**config.mk**
```make
export PLATFORM = sky130hd
export DESIGN_NAME = sram_port_ctrl
export DESIGN_NICKNAME = d
export VERILOG_FILES = /design/src/rtl/sram_ctrl_pkg.sv /design/src/rtl/sram_timer.sv /design/src/rtl/sram_seq.sv /design/src/rtl/sram_rd_capture.sv /design/src/rtl/sram_port_ctrl.sv
export SDC_FILE = /design/constraint.sdc
export NUM_CORES = 1
export LEC_CHECK = 0
export BUFFER_PORTS_ARGS = -buffer_cell sky130_fd_sc_hd__buf_4
export CAP_MARGIN = 20
export CELL_PAD_IN_SITES_DETAIL_PLACEMENT = 0
export CELL_PAD_IN_SITES_GLOBAL_PLACEMENT = 1
export CORE_MARGIN = 8
export CORE_UTILIZATION = 37
export CTS_CLUSTER_SIZE = 12
export DETAILED_ROUTE_END_ITERATION = 12
export PLACE_DENSITY_LB_ADDON = 0.25
export SETUP_SLACK_MARGIN = 0.5
export SYNTH_ARGS = -nofsm -noshare
export SYNTH_HDL_FRONTEND = slang
export SYNTH_SLANG_ARGS = --single-unit
```
**constraint.sdc**
```tcl
create_clock -name clk -period 5.5 [get_ports clk]
set_input_delay 0.55 -clock clk [delete_from_list [all_inputs] [get_ports clk]]
set_output_delay 0.55 -clock clk [all_outputs]
set_load 0.005 [all_outputs]
```
**src/rtl/sram_ctrl_pkg.sv**
```systemverilog
package sram_ctrl_pkg;

  typedef enum logic [2:0] {
    ST_IDLE,
    ST_RD_TURN,
    ST_RD_WAIT,
    ST_WR_LEAD,
    ST_WR_TURN,
    ST_WR_PULSE,
    ST_WR_HOLD,
    ST_RECOVER
  } seq_state_e;

  function automatic int unsigned max2(input int unsigned a, input int unsigned b);
    return (a > b) ? a : b;
  endfunction

  function automatic int unsigned at_least1(input int unsigned a);
    return (a == 0) ? 1 : a;
  endfunction

endpackage

```
**src/rtl/sram_timer.sv**
```systemverilog
module sram_timer #(
  parameter int unsigned CW = 3
) (
  input  logic          clk,
  input  logic          rst,
  input  logic          load,
  input  logic [CW-1:0] load_val,
  output logic          zero
);

  logic [CW-1:0] cnt_q;

  always_ff @(posedge clk) begin
    if (rst) begin
      cnt_q <= '0;
    end else if (load) begin
      cnt_q <= load_val;
    end else if (cnt_q != '0) begin
      cnt_q <= cnt_q - 1'b1;
    end
  end

  assign zero = (cnt_q == '0);

endmodule

```
**src/rtl/sram_seq.sv**
```systemverilog
module sram_seq
  import sram_ctrl_pkg::*;
#(
  parameter int unsigned CW          = 3,
  parameter int unsigned ACC_C       = 5,
  parameter int unsigned TURN_C      = 3,
  parameter int unsigned PULSE_C     = 3,
  parameter int unsigned T_DH        = 1,
  parameter int unsigned T_REC       = 1,
  parameter bit          CE_CTRL     = 1'b0,
  parameter bit          OE_IN_WRITE = 1'b1
) (
  input  logic          clk,
  input  logic          rst,
  input  logic          req_valid,
  input  logic          req_write,
  input  logic          tmr_zero,
  output logic          accept,
  output logic          tmr_load,
  output logic [CW-1:0] tmr_val,
  output logic          capture,
  output logic          ready,
  output logic          ce_n,
  output logic          oe_n,
  output logic          we_n,
  output logic          dq_oe
);

  seq_state_e st_q, st_d;
  logic       finish_op;
  logic       ce_d, oe_d, we_d, dqoe_d, rdy_d;

  // counter preload for a phase lasting n cycles (n >= 1)
  function automatic logic [CW-1:0] span(input int unsigned n);
    return CW'(n - 1);
  endfunction

  always_comb begin
    st_d      = st_q;
    tmr_load  = 1'b0;
    tmr_val   = '0;
    capture   = 1'b0;
    finish_op = 1'b0;
    accept    = (st_q == ST_IDLE) && req_valid;
    unique case (st_q)
      ST_IDLE: begin
        if (req_valid) st_d = req_write ? ST_WR_LEAD : ST_RD_TURN;
      end
      ST_RD_TURN: begin
        st_d     = ST_RD_WAIT;
        tmr_load = 1'b1;
        tmr_val  = span(ACC_C);
      end
      ST_RD_WAIT: begin
        if (tmr_zero) begin
          capture   = 1'b1;
          finish_op = 1'b1;
        end
      end
      ST_WR_LEAD: begin
        tmr_load = 1'b1;
        if (TURN_C != 0) begin
          st_d    = ST_WR_TURN;
          tmr_val = span(TURN_C);
        end else begin
          st_d    = ST_WR_PULSE;
          tmr_val = span(PULSE_C);
        end
      end
      ST_WR_TURN: begin
        if (tmr_zero) begin
          st_d     = ST_WR_PULSE;
          tmr_load = 1'b1;
          tmr_val  = span(PULSE_C);
        end
      end
      ST_WR_PULSE: begin
        if (tmr_zero) begin
          if (T_DH != 0) begin
            st_d     = ST_WR_HOLD;
            tmr_load = 1'b1;
            tmr_val  = span(T_DH);
          end else begin
            finish_op = 1'b1;
          end
        end
      end
      ST_WR_HOLD: begin
        if (tmr_zero) finish_op = 1'b1;
      end
      ST_RECOVER: begin
        if (tmr_zero) st_d = ST_IDLE;
      end
      default: st_d = ST_IDLE;
    endcase
    if (finish_op) begin
      if (T_REC != 0) begin
        st_d     = ST_RECOVER;
        tmr_load = 1'b1;
        tmr_val  = span(T_REC);
      end else begin
        st_d = ST_IDLE;
      end
    end
  end

  // pin levels for the state being entered, registered below
  always_comb begin
    ce_d   = 1'b1;
    oe_d   = 1'b1;
    we_d   = 1'b1;
    dqoe_d = 1'b0;
    rdy_d  = 1'b0;
    unique case (st_d)
      ST_IDLE:    rdy_d = 1'b1;
      ST_RD_TURN: ce_d  = 1'b0;
      ST_RD_WAIT: begin
        ce_d = 1'b0;
        oe_d = 1'b0;
      end
      ST_WR_LEAD: begin
        if (CE_CTRL) begin
          we_d = 1'b0;
        end else begin
          ce_d = 1'b0;
          oe_d = !OE_IN_WRITE;
        end
        dqoe_d = CE_CTRL || !OE_IN_WRITE;
      end
      ST_WR_TURN: begin
        ce_d = 1'b0;
        we_d = 1'b0;
        oe_d = !OE_IN_WRITE;
      end
      ST_WR_PULSE: begin
        ce_d   = 1'b0;
        we_d   = 1'b0;
        dqoe_d = 1'b1;
        if (!CE_CTRL) oe_d = !OE_IN_WRITE;
      end
      ST_WR_HOLD: begin
        dqoe_d = 1'b1;
        if (CE_CTRL) we_d = 1'b0;
        else         ce_d = 1'b0;
      end
      default: ;
    endcase
  end

  always_ff @(posedge clk) begin
    if (rst) begin
      st_q  <= ST_IDLE;
      ce_n  <= 1'b1;
      oe_n  <= 1'b1;
      we_n  <= 1'b1;
      dq_oe <= 1'b0;
      ready <= 1'b1;
    end else begin
      st_q  <= st_d;
      ce_n  <= ce_d;
      oe_n  <= oe_d;
      we_n  <= we_d;
      dq_oe <= dqoe_d;
      ready <= rdy_d;
    end
  end

endmodule

```
**src/rtl/sram_rd_capture.sv**
```systemverilog
module sram_rd_capture #(
  parameter int unsigned DW = 8
) (
  input  logic          clk,
  input  logic          rst,
  input  logic          capture,
  input  logic [DW-1:0] din,
  output logic          rd_valid,
  output logic [DW-1:0] rd_data
);

  always_ff @(posedge clk) begin
    if (rst) begin
      rd_valid <= 1'b0;
      rd_data  <= '0;
    end else begin
      rd_valid <= capture;
      if (capture) rd_data <= din;
    end
  end

endmodule

```
**src/rtl/sram_port_ctrl.sv**
```systemverilog
module sram_port_ctrl
  import sram_ctrl_pkg::*;
#(
  parameter int unsigned AW          = 12,
  parameter int unsigned DW          = 8,
  parameter int unsigned T_WP        = 4,
  parameter int unsigned T_DW        = 3,
  parameter int unsigned T_DH        = 1,
  parameter int unsigned T_WZ        = 3,
  parameter int unsigned T_AA        = 5,
  parameter int unsigned T_ACE       = 5,
  parameter int unsigned T_AOE       = 3,
  parameter int unsigned T_REC       = 1,
  parameter bit          CE_CTRL     = 1'b0,
  parameter bit          OE_IN_WRITE = 1'b1
) (
  input  logic          clk,
  input  logic          rst,
  input  logic          req_valid,
  input  logic          req_write,
  input  logic [AW-1:0] req_addr,
  input  logic [DW-1:0] req_wdata,
  output logic          ready,
  output logic          rd_valid,
  output logic [DW-1:0] rd_data,
  output logic [AW-1:0] sram_addr,
  output logic          sram_ce_n,
  output logic          sram_oe_n,
  output logic          sram_we_n,
  output logic [DW-1:0] sram_dq_o,
  output logic          sram_dq_oe,
  input  logic [DW-1:0] sram_dq_i
);

  localparam int unsigned ACC_C   = at_least1(max2(T_AA, max2(T_ACE, T_AOE)));
  localparam int unsigned TURN_C  = (!CE_CTRL && OE_IN_WRITE) ? T_WZ : 0;
  localparam int unsigned REST_C  = (T_WP > TURN_C) ? (T_WP - TURN_C) : 0;
  localparam int unsigned PULSE_C = at_least1(max2(REST_C, T_DW));
  localparam int unsigned CNT_MAX = max2(max2(ACC_C, PULSE_C), max2(max2(TURN_C, T_DH), T_REC));
  localparam int unsigned CW      = $clog2(CNT_MAX + 1);

  logic          accept, tmr_load, tmr_zero, capture;
  logic [CW-1:0] tmr_val;
  logic [AW-1:0] addr_q;
  logic [DW-1:0] wdata_q;

  sram_seq #(
    .CW(CW), .ACC_C(ACC_C), .TURN_C(TURN_C), .PULSE_C(PULSE_C),
    .T_DH(T_DH), .T_REC(T_REC), .CE_CTRL(CE_CTRL), .OE_IN_WRITE(OE_IN_WRITE)
  ) u_seq (
    .clk(clk), .rst(rst), .req_valid(req_valid), .req_write(req_write),
    .tmr_zero(tmr_zero), .accept(accept), .tmr_load(tmr_load), .tmr_val(tmr_val),
    .capture(capture), .ready(ready), .ce_n(sram_ce_n), .oe_n(sram_oe_n),
    .we_n(sram_we_n), .dq_oe(sram_dq_oe)
  );

  sram_timer #(.CW(CW)) u_timer (
    .clk(clk), .rst(rst), .load(tmr_load), .load_val(tmr_val), .zero(tmr_zero)
  );

  sram_rd_capture #(.DW(DW)) u_cap (
    .clk(clk), .rst(rst), .capture(capture), .din(sram_dq_i),
    .rd_valid(rd_valid), .rd_data(rd_data)
  );

  // address and write data are frozen for the whole memory cycle
  always_ff @(posedge clk) begin
    if (rst) begin
      addr_q  <= '0;
      wdata_q <= '0;
    end else if (accept) begin
      addr_q  <= req_addr;
      wdata_q <= req_wdata;
    end
  end

  assign sram_addr = addr_q;
  assign sram_dq_o = wdata_q;

endmodule

```
==> results of run 1 <==
[per-layer routing]
metal | vias to the layer above | wire length [um] | GRT usage, % | share of wire, %
met5 | - | 0 | 0 | 0
met1 | 646 | 1840 | 13.3 | 46
met3 | 5 | 296 | 4.88 | 7.3
met2 | 41 | 1850 | 17.6 | 46
li1 | 754 | - | - | -
met4 | 0 | 37 | 4.31 | 0.92
[synthesized netlist by cell type (all sizes together)]
master and n:
o21ai 4, a2111o 1, dfxtp 40, nor2 4, nand2 41, a211oi 4, nor3b 3, nor4b 1
ha 3, or4b 1, nor4 3, a21oi 23, xnor2 1, or3 1, a22o 1, inv 4
mux2i 9, and2 1, nor3 1, nand2b 20, nor2b 4, a21o 1, o32ai 1, nand3 1
or2 1, a221oi 1, buf 9, o41ai 1, clkbuf 5, a31oi 1
[critical path, delay by kind of cell (launching register included)]
family                   cells  cell delay, ns
flip-flops                   1            0.32
adder cells (fa/ha/maj)      2            0.46
AND/OR/NAND/NOR              2            0.75
AO/OA/AOI/OAI                2            0.45
buffers and inverters        1            0.09
[through the flow]
stage | setup slack (ns) | power (uW)
floorplan | 3.71 | 683
global placement | 3.43 | 815
detailed placement | 3.37 | 817
CTS | 3.35 | 1020
global route | 3.17 | 1090
finish | 3.31 | 1010
[final timing paths]
| path | startpoint | to | slack [ns] | cells after the start |
|---|---|---|---|---|
| setup / recovery | u_timer.cnt_q[0]$_SDFFE_PP0P_ | u_seq.oe_n$_SDFF_PP1_ | 3.31 | 7 |
| hold / removal | sram_addr[8]$_SDFFE_PP0P_ | sram_addr[8]$_SDFFE_PP0P_ | 0.46 | 2 |
| setup reg to reg | u_timer.cnt_q[0]$_SDFFE_PP0P_ | u_seq.oe_n$_SDFF_PP1_ | 3.31 | 7 |
| hold reg to reg | sram_addr[8]$_SDFFE_PP0P_ | sram_addr[8]$_SDFFE_PP0P_ | 0.46 | 2 |
[power by group]
part	internal (uW)	leakage [uW]	total, uW	switching [uW]
sequential	359	0.000328	424	64.4
clock	102	0.0000445	201	99.2
combinational	192	0.000580	381	189
[cell families (layout without fill, tap and decap cells)]
kind of cell	after synthesis	after routing	share of synthesized area [%]
AOI/OAI and AO/OA	38	38	13.4
xor gates and xnor gates	1	1	0.522
adders and majority gates	3	3	2.24
buffers and inverters	18	78	5.89
DFF	40	40	47.7
muxes	9	9	5.37
and+or+nand+nor	82	82	24.9
[area by class of cell]
type	count	area [um^2]	area share, %
inverters	4	15.0	0.663
flip-flops and latches	40	801	35.4
clock buffers	7	86.3	3.81
multi-input cells	133	795	35.1
repair buffers	66	495	21.9
clock inverters	1	7.51	0.331
well taps	52	65.1	2.87
[state kept, by name, summed over array words and instances, names as in the netlist]
| signal | count |
|---|---|
| sram_addr | 12 |
| sram_dq_o | 8 |
| u_cap.rd_data | 8 |
| u_seq.st_q | 3 |
| u_timer.cnt_q | 3 |
| u_cap.rd_valid | 1 |
| u_seq.ce_n | 1 |
| u_seq.dq_oe | 1 |
| u_seq.oe_n | 1 |
| u_seq.ready | 1 |
| u_seq.we_n | 1 |
==> results.toml, run 1 <==
[die]
die_area_um2 = 6950
die_y_um = 83.4
initial_core_util_pct = 38.6
rows = 24
pin_count = 66
core_um2 = 4350
die_w_um = 83.4

[timing]
timing.hold.ws_ns = 0.456
rsz0062_at_grt = "no"
period_minus_slack_ns = 2.19
period_share_pct = 39.8
finalMaxSlewViolations = 0
setup_violations = 0
fin_setup_tns_ns = 0
worst_pin_slew_ns = 0.996
max_freq_mhz = 457
finClkSkew_ns = 0.00237
finalHoldViolations = 0
maxSlewHeadroom_pct = 33.3

[synthesis]
syn-cell-area_um2 = 1680
syn_avg_cell_area_um2 = 8.79
netlist-cell-type-count = 32
syn_nets = 226
synth_top_cell_by_area = "dfxtp_1"
yosysWarnings = 0
synth-seq-area-share_pct = 47.7
ys_top_cells_by_area = "dfxtp_1, nand2_1, nand2b_1"
synth-seq-cells = 40
synth_top_area_share_pct = 47.7
synthCells = 191

[hold_path]
hold_path_class = "reg2reg"

[cells_and_area]
diodes = 0
mostFrequentLayoutCell = "buf_4"
finish.utilization_pct = 52.0
design_area_um2 = 2260
area_growth_pct = 34.9
layout-drive-gt1-share_pct = 30.7
layout_common_cells = "buf_4, nand2_1, dfxtp_1"
layout.nets = 285
final_cell_count_no_fill = 303
num-fill-cells = 430

[routing]
drt-wirelength-per-cell_um = 13.3
detail-route-antenna-nets = 0
wirelength_um = 4030
route.vias.total = 1446
vias_per_cell = 4.77
drc = 0
drt_pass1_iterations = 4
drt-initial-drc-count = 58

[clocking]
cts_buffers = 5
htree_levels = 2
cts_max_path_buffers = 2
cts_setup_buffers = 0
cts_root_buf = "clkbuf_8"
path_clk_slew_ns = 0.07
clk_latency_ns = 0.29
cts_tree = "done"
cts-resized-gates = 0
hold_buffers = 0
cts_sinks = 40

[global_route]
track_usage_pct = 11.3
grt_first_pass_wirelength_um = 6630
overflow = 0
grt_pass1_vias = 1334
antenna_found_initial = 0
grt_start_max_net_pins = 49

[power]
p_per_area_nw_per_um2 = 444
ir_drop_mv = 0.174
p_leak_uw = 0.000953

[critical_path]
path_max_fanout = 8
cp-start-kind = "register"
cp-end-kind = "register"
critical_path_arrival_ns = 2.37
path_cells = "inv_1 > ha_1 > nor2b_1 > o21ai_0 > a22o_1 > ha_1 > or2_2"
slowest_stage = "nor2b_1"
path_class = "reg2reg"
cp.required_ns = 5.68
max_stage_delay_ns = 0.49
path_common_cell = "ha_1"

[placed_design]
port_buffers = 65
dpl_cell_area_um2 = 2170
dpl.hpwl_um = 2900
dp_cells = 295
gp_congestion = 0.714

[flow_run]
max_cap_viol_count = 0

[status]
outcome = "complete, no violations"
No activity file was read; power rests on OpenSTA's default activity.
==> inputs of run 2 (changes only) <==
- CORE_UTILIZATION: 37 -> 34
- clock period: 5.5 -> 2.1 ns (I/O delays scaled with it)
==> run 2 against run 1 <==
Clock power grew to 2.7 times the previous value. Utilization fell by 1.6 points. Setup slack got worse by 2.8 ns. Count of clock-buffer cells in the layout did not move. First-iteration DRC count is 3.4% higher. Sequential power grew to 2.6 times the previous value. Cell count increased by 7.6%. Wire length rose by 6.1%. Combinational power rose to 3.3 times the previous value. Non-clock buffer count is 8 higher. Clock skew rose by 0.0021 ns. Critical endpoint unchanged. Largest cell class is now multi-input combinational cells. Largest power group is now combinational cells.
==> results.toml, run 2 (same netlist as run 1, synthesis figures left out) <==
[power]
p_leak_uw = 0.00101
p_per_area_nw_per_um2 = 1200
ir_drop_mv = 0.506
power.total_uw = 2870

[cells_and_area]
mostFrequentLayoutCell = "buf_4"
diodes = 0
layout.nets = 294
finish.utilization_pct = 50.4
layout-drive-gt1-share_pct = 37.5
num-fill-cells = 486
design_area_um2 = 2400
layout_common_cells = "buf_4, nand2_1, dfxtp_1"
largest_reg_flops = 12
final_cell_count_no_fill = 326
area_growth_pct = 42.7

[timing]
finalHoldViolations = 0
finalMaxSlewViolations = 0
rsz0062_at_grt = "yes"
max_freq_mhz = 632
period_minus_slack_ns = 1.58
maxSlewHeadroom_pct = 71.3
fin_setup_tns_ns = 0
worst_pin_slew_ns = 0.430
period_share_pct = 75.3
setup_violations = 0
finClkSkew_ns = 0.00445

[clocking]
cts_tree = "done"
cts_sinks = 40
htree_levels = 2
clk_latency_ns = 0.29
hold_buffers = 0
path_clk_slew_ns = 0.07
cts_buffers = 5
cts_root_buf = "clkbuf_8"
cts_max_path_buffers = 2

[hold_path]
holdPathEnd = "sram_addr[2]$_SDFFE_PP0P_"
holdPathStages = 3
hold_start = "req_addr[2]"
hold_path_class = "in2reg"

[critical_path]
cp-end-kind = "register"
reg2reg_from = "u_timer.cnt_q[0]$_SDFFE_PP0P_"
r2r_cells = 7
r2r-end = "u_seq.oe_n$_SDFF_PP1_"
cp-start-kind = "register"
path_max_fanout = 3
critical_path_arrival_ns = 1.76
path_class = "reg2reg"
cp.required_ns = 2.28
r2r_slack_ns = 0.52

[die]
die_w_um = 86.3
die_area_um2 = 7440
rows = 25
die_y_um = 86.3
core_um2 = 4750
pin_count = 66
initial_core_util_pct = 35.3

[global_route]
grt_start_max_net_pins = 49
overflow = 0
grt_pass1_vias = 1459
grt_first_pass_wirelength_um = 6440
track_usage_pct = 10.7
antenna_found_initial = 0

[placed_design]
dpl.hpwl_um = 3010
gp_congestion = 0.838
dpl_cell_area_um2 = 2240
port_buffers = 65
dp_cells = 315

[routing]
wirelength_um = 4270
drt-initial-drc-count = 60
vias_per_cell = 4.57
drt-wirelength-per-cell_um = 13.1
drc = 0
detail-route-antenna-nets = 0
route.vias.total = 1490
drt_pass1_iterations = 4

[status]
outcome = "complete, no violations"

[flow_run]
max_cap_viol_count = 0
## run 2: worst max path at each step
stage / from / end / depth (start not counted)
floorplan: u_timer.cnt_q[1]$_SDFFE_PP0P_ / u_seq.oe_n$_SDFF_PP1_ / 8
global placement: u_timer.cnt_q[1]$_SDFFE_PP0P_ / u_seq.oe_n$_SDFF_PP1_ / 7
detailed placement: u_timer.cnt_q[1]$_SDFFE_PP0P_ / u_seq.oe_n$_SDFF_PP1_ / 7
CTS: u_seq.st_q[1]$_SDFF_PP0_ / sram_addr[8]$_SDFFE_PP0P_ / 4
global route: u_timer.cnt_q[0]$_SDFFE_PP0P_ / u_seq.oe_n$_SDFF_PP1_ / 7
finish: u_timer.cnt_q[0]$_SDFFE_PP0P_ / u_seq.oe_n$_SDFF_PP1_ / 7
## run 2: final cells by class
cell class / instances / area, um^2 / share of cell area [%]
clock buffer: 7 / 96.3 / 4.02
inverter: 4 / 15.0 / 0.627
multi-input combinational: 134 / 837 / 34.9
sequential: 40 / 808 / 33.7
tap: 67 / 83.8 / 3.50
timing repair buffer: 74 / 556 / 23.2
## run 2: stage by stage
stage,setup slack (ns),hold slack [ns]
after floorplan,0.483,0.346
after global placement,0.395,0.443
after detailed placement,0.384,0.448
after CTS,0.507,0.157
after global routing,0.471,0.166
final,0.518,0.163
## run 2: critical path, cell delays in order (launching register included)
cell and delay (ns):
dfxtp_2 0.32, inv_2 0.07, ha_4 0.16, nor2b_4 0.18, o21ai_2 0.08, a22o_1 0.18, ha_1 0.27, or2_4 0.22
## run 2: timing repair
item                                    4_1_cts  5_1_grt
pin swaps                                     2        1
resized for setup                             6        3
buffers inserted                              3        0
gates cloned                                  0        1
endpoints found under the setup margin        1       21
## run 2: per-layer routing
layer	routed length, um	track usage [%]
met1	1960	12.1
met2	1890	16.8
met3	380	4.63
met4	42	5.48
met5	0	0
## run 2: report_power, final
part,switching (uW),internal [uW],leakage (uW)
registers,145,952,0.000329
clock network,248,292,0.0000503
logic,584,652,0.000632
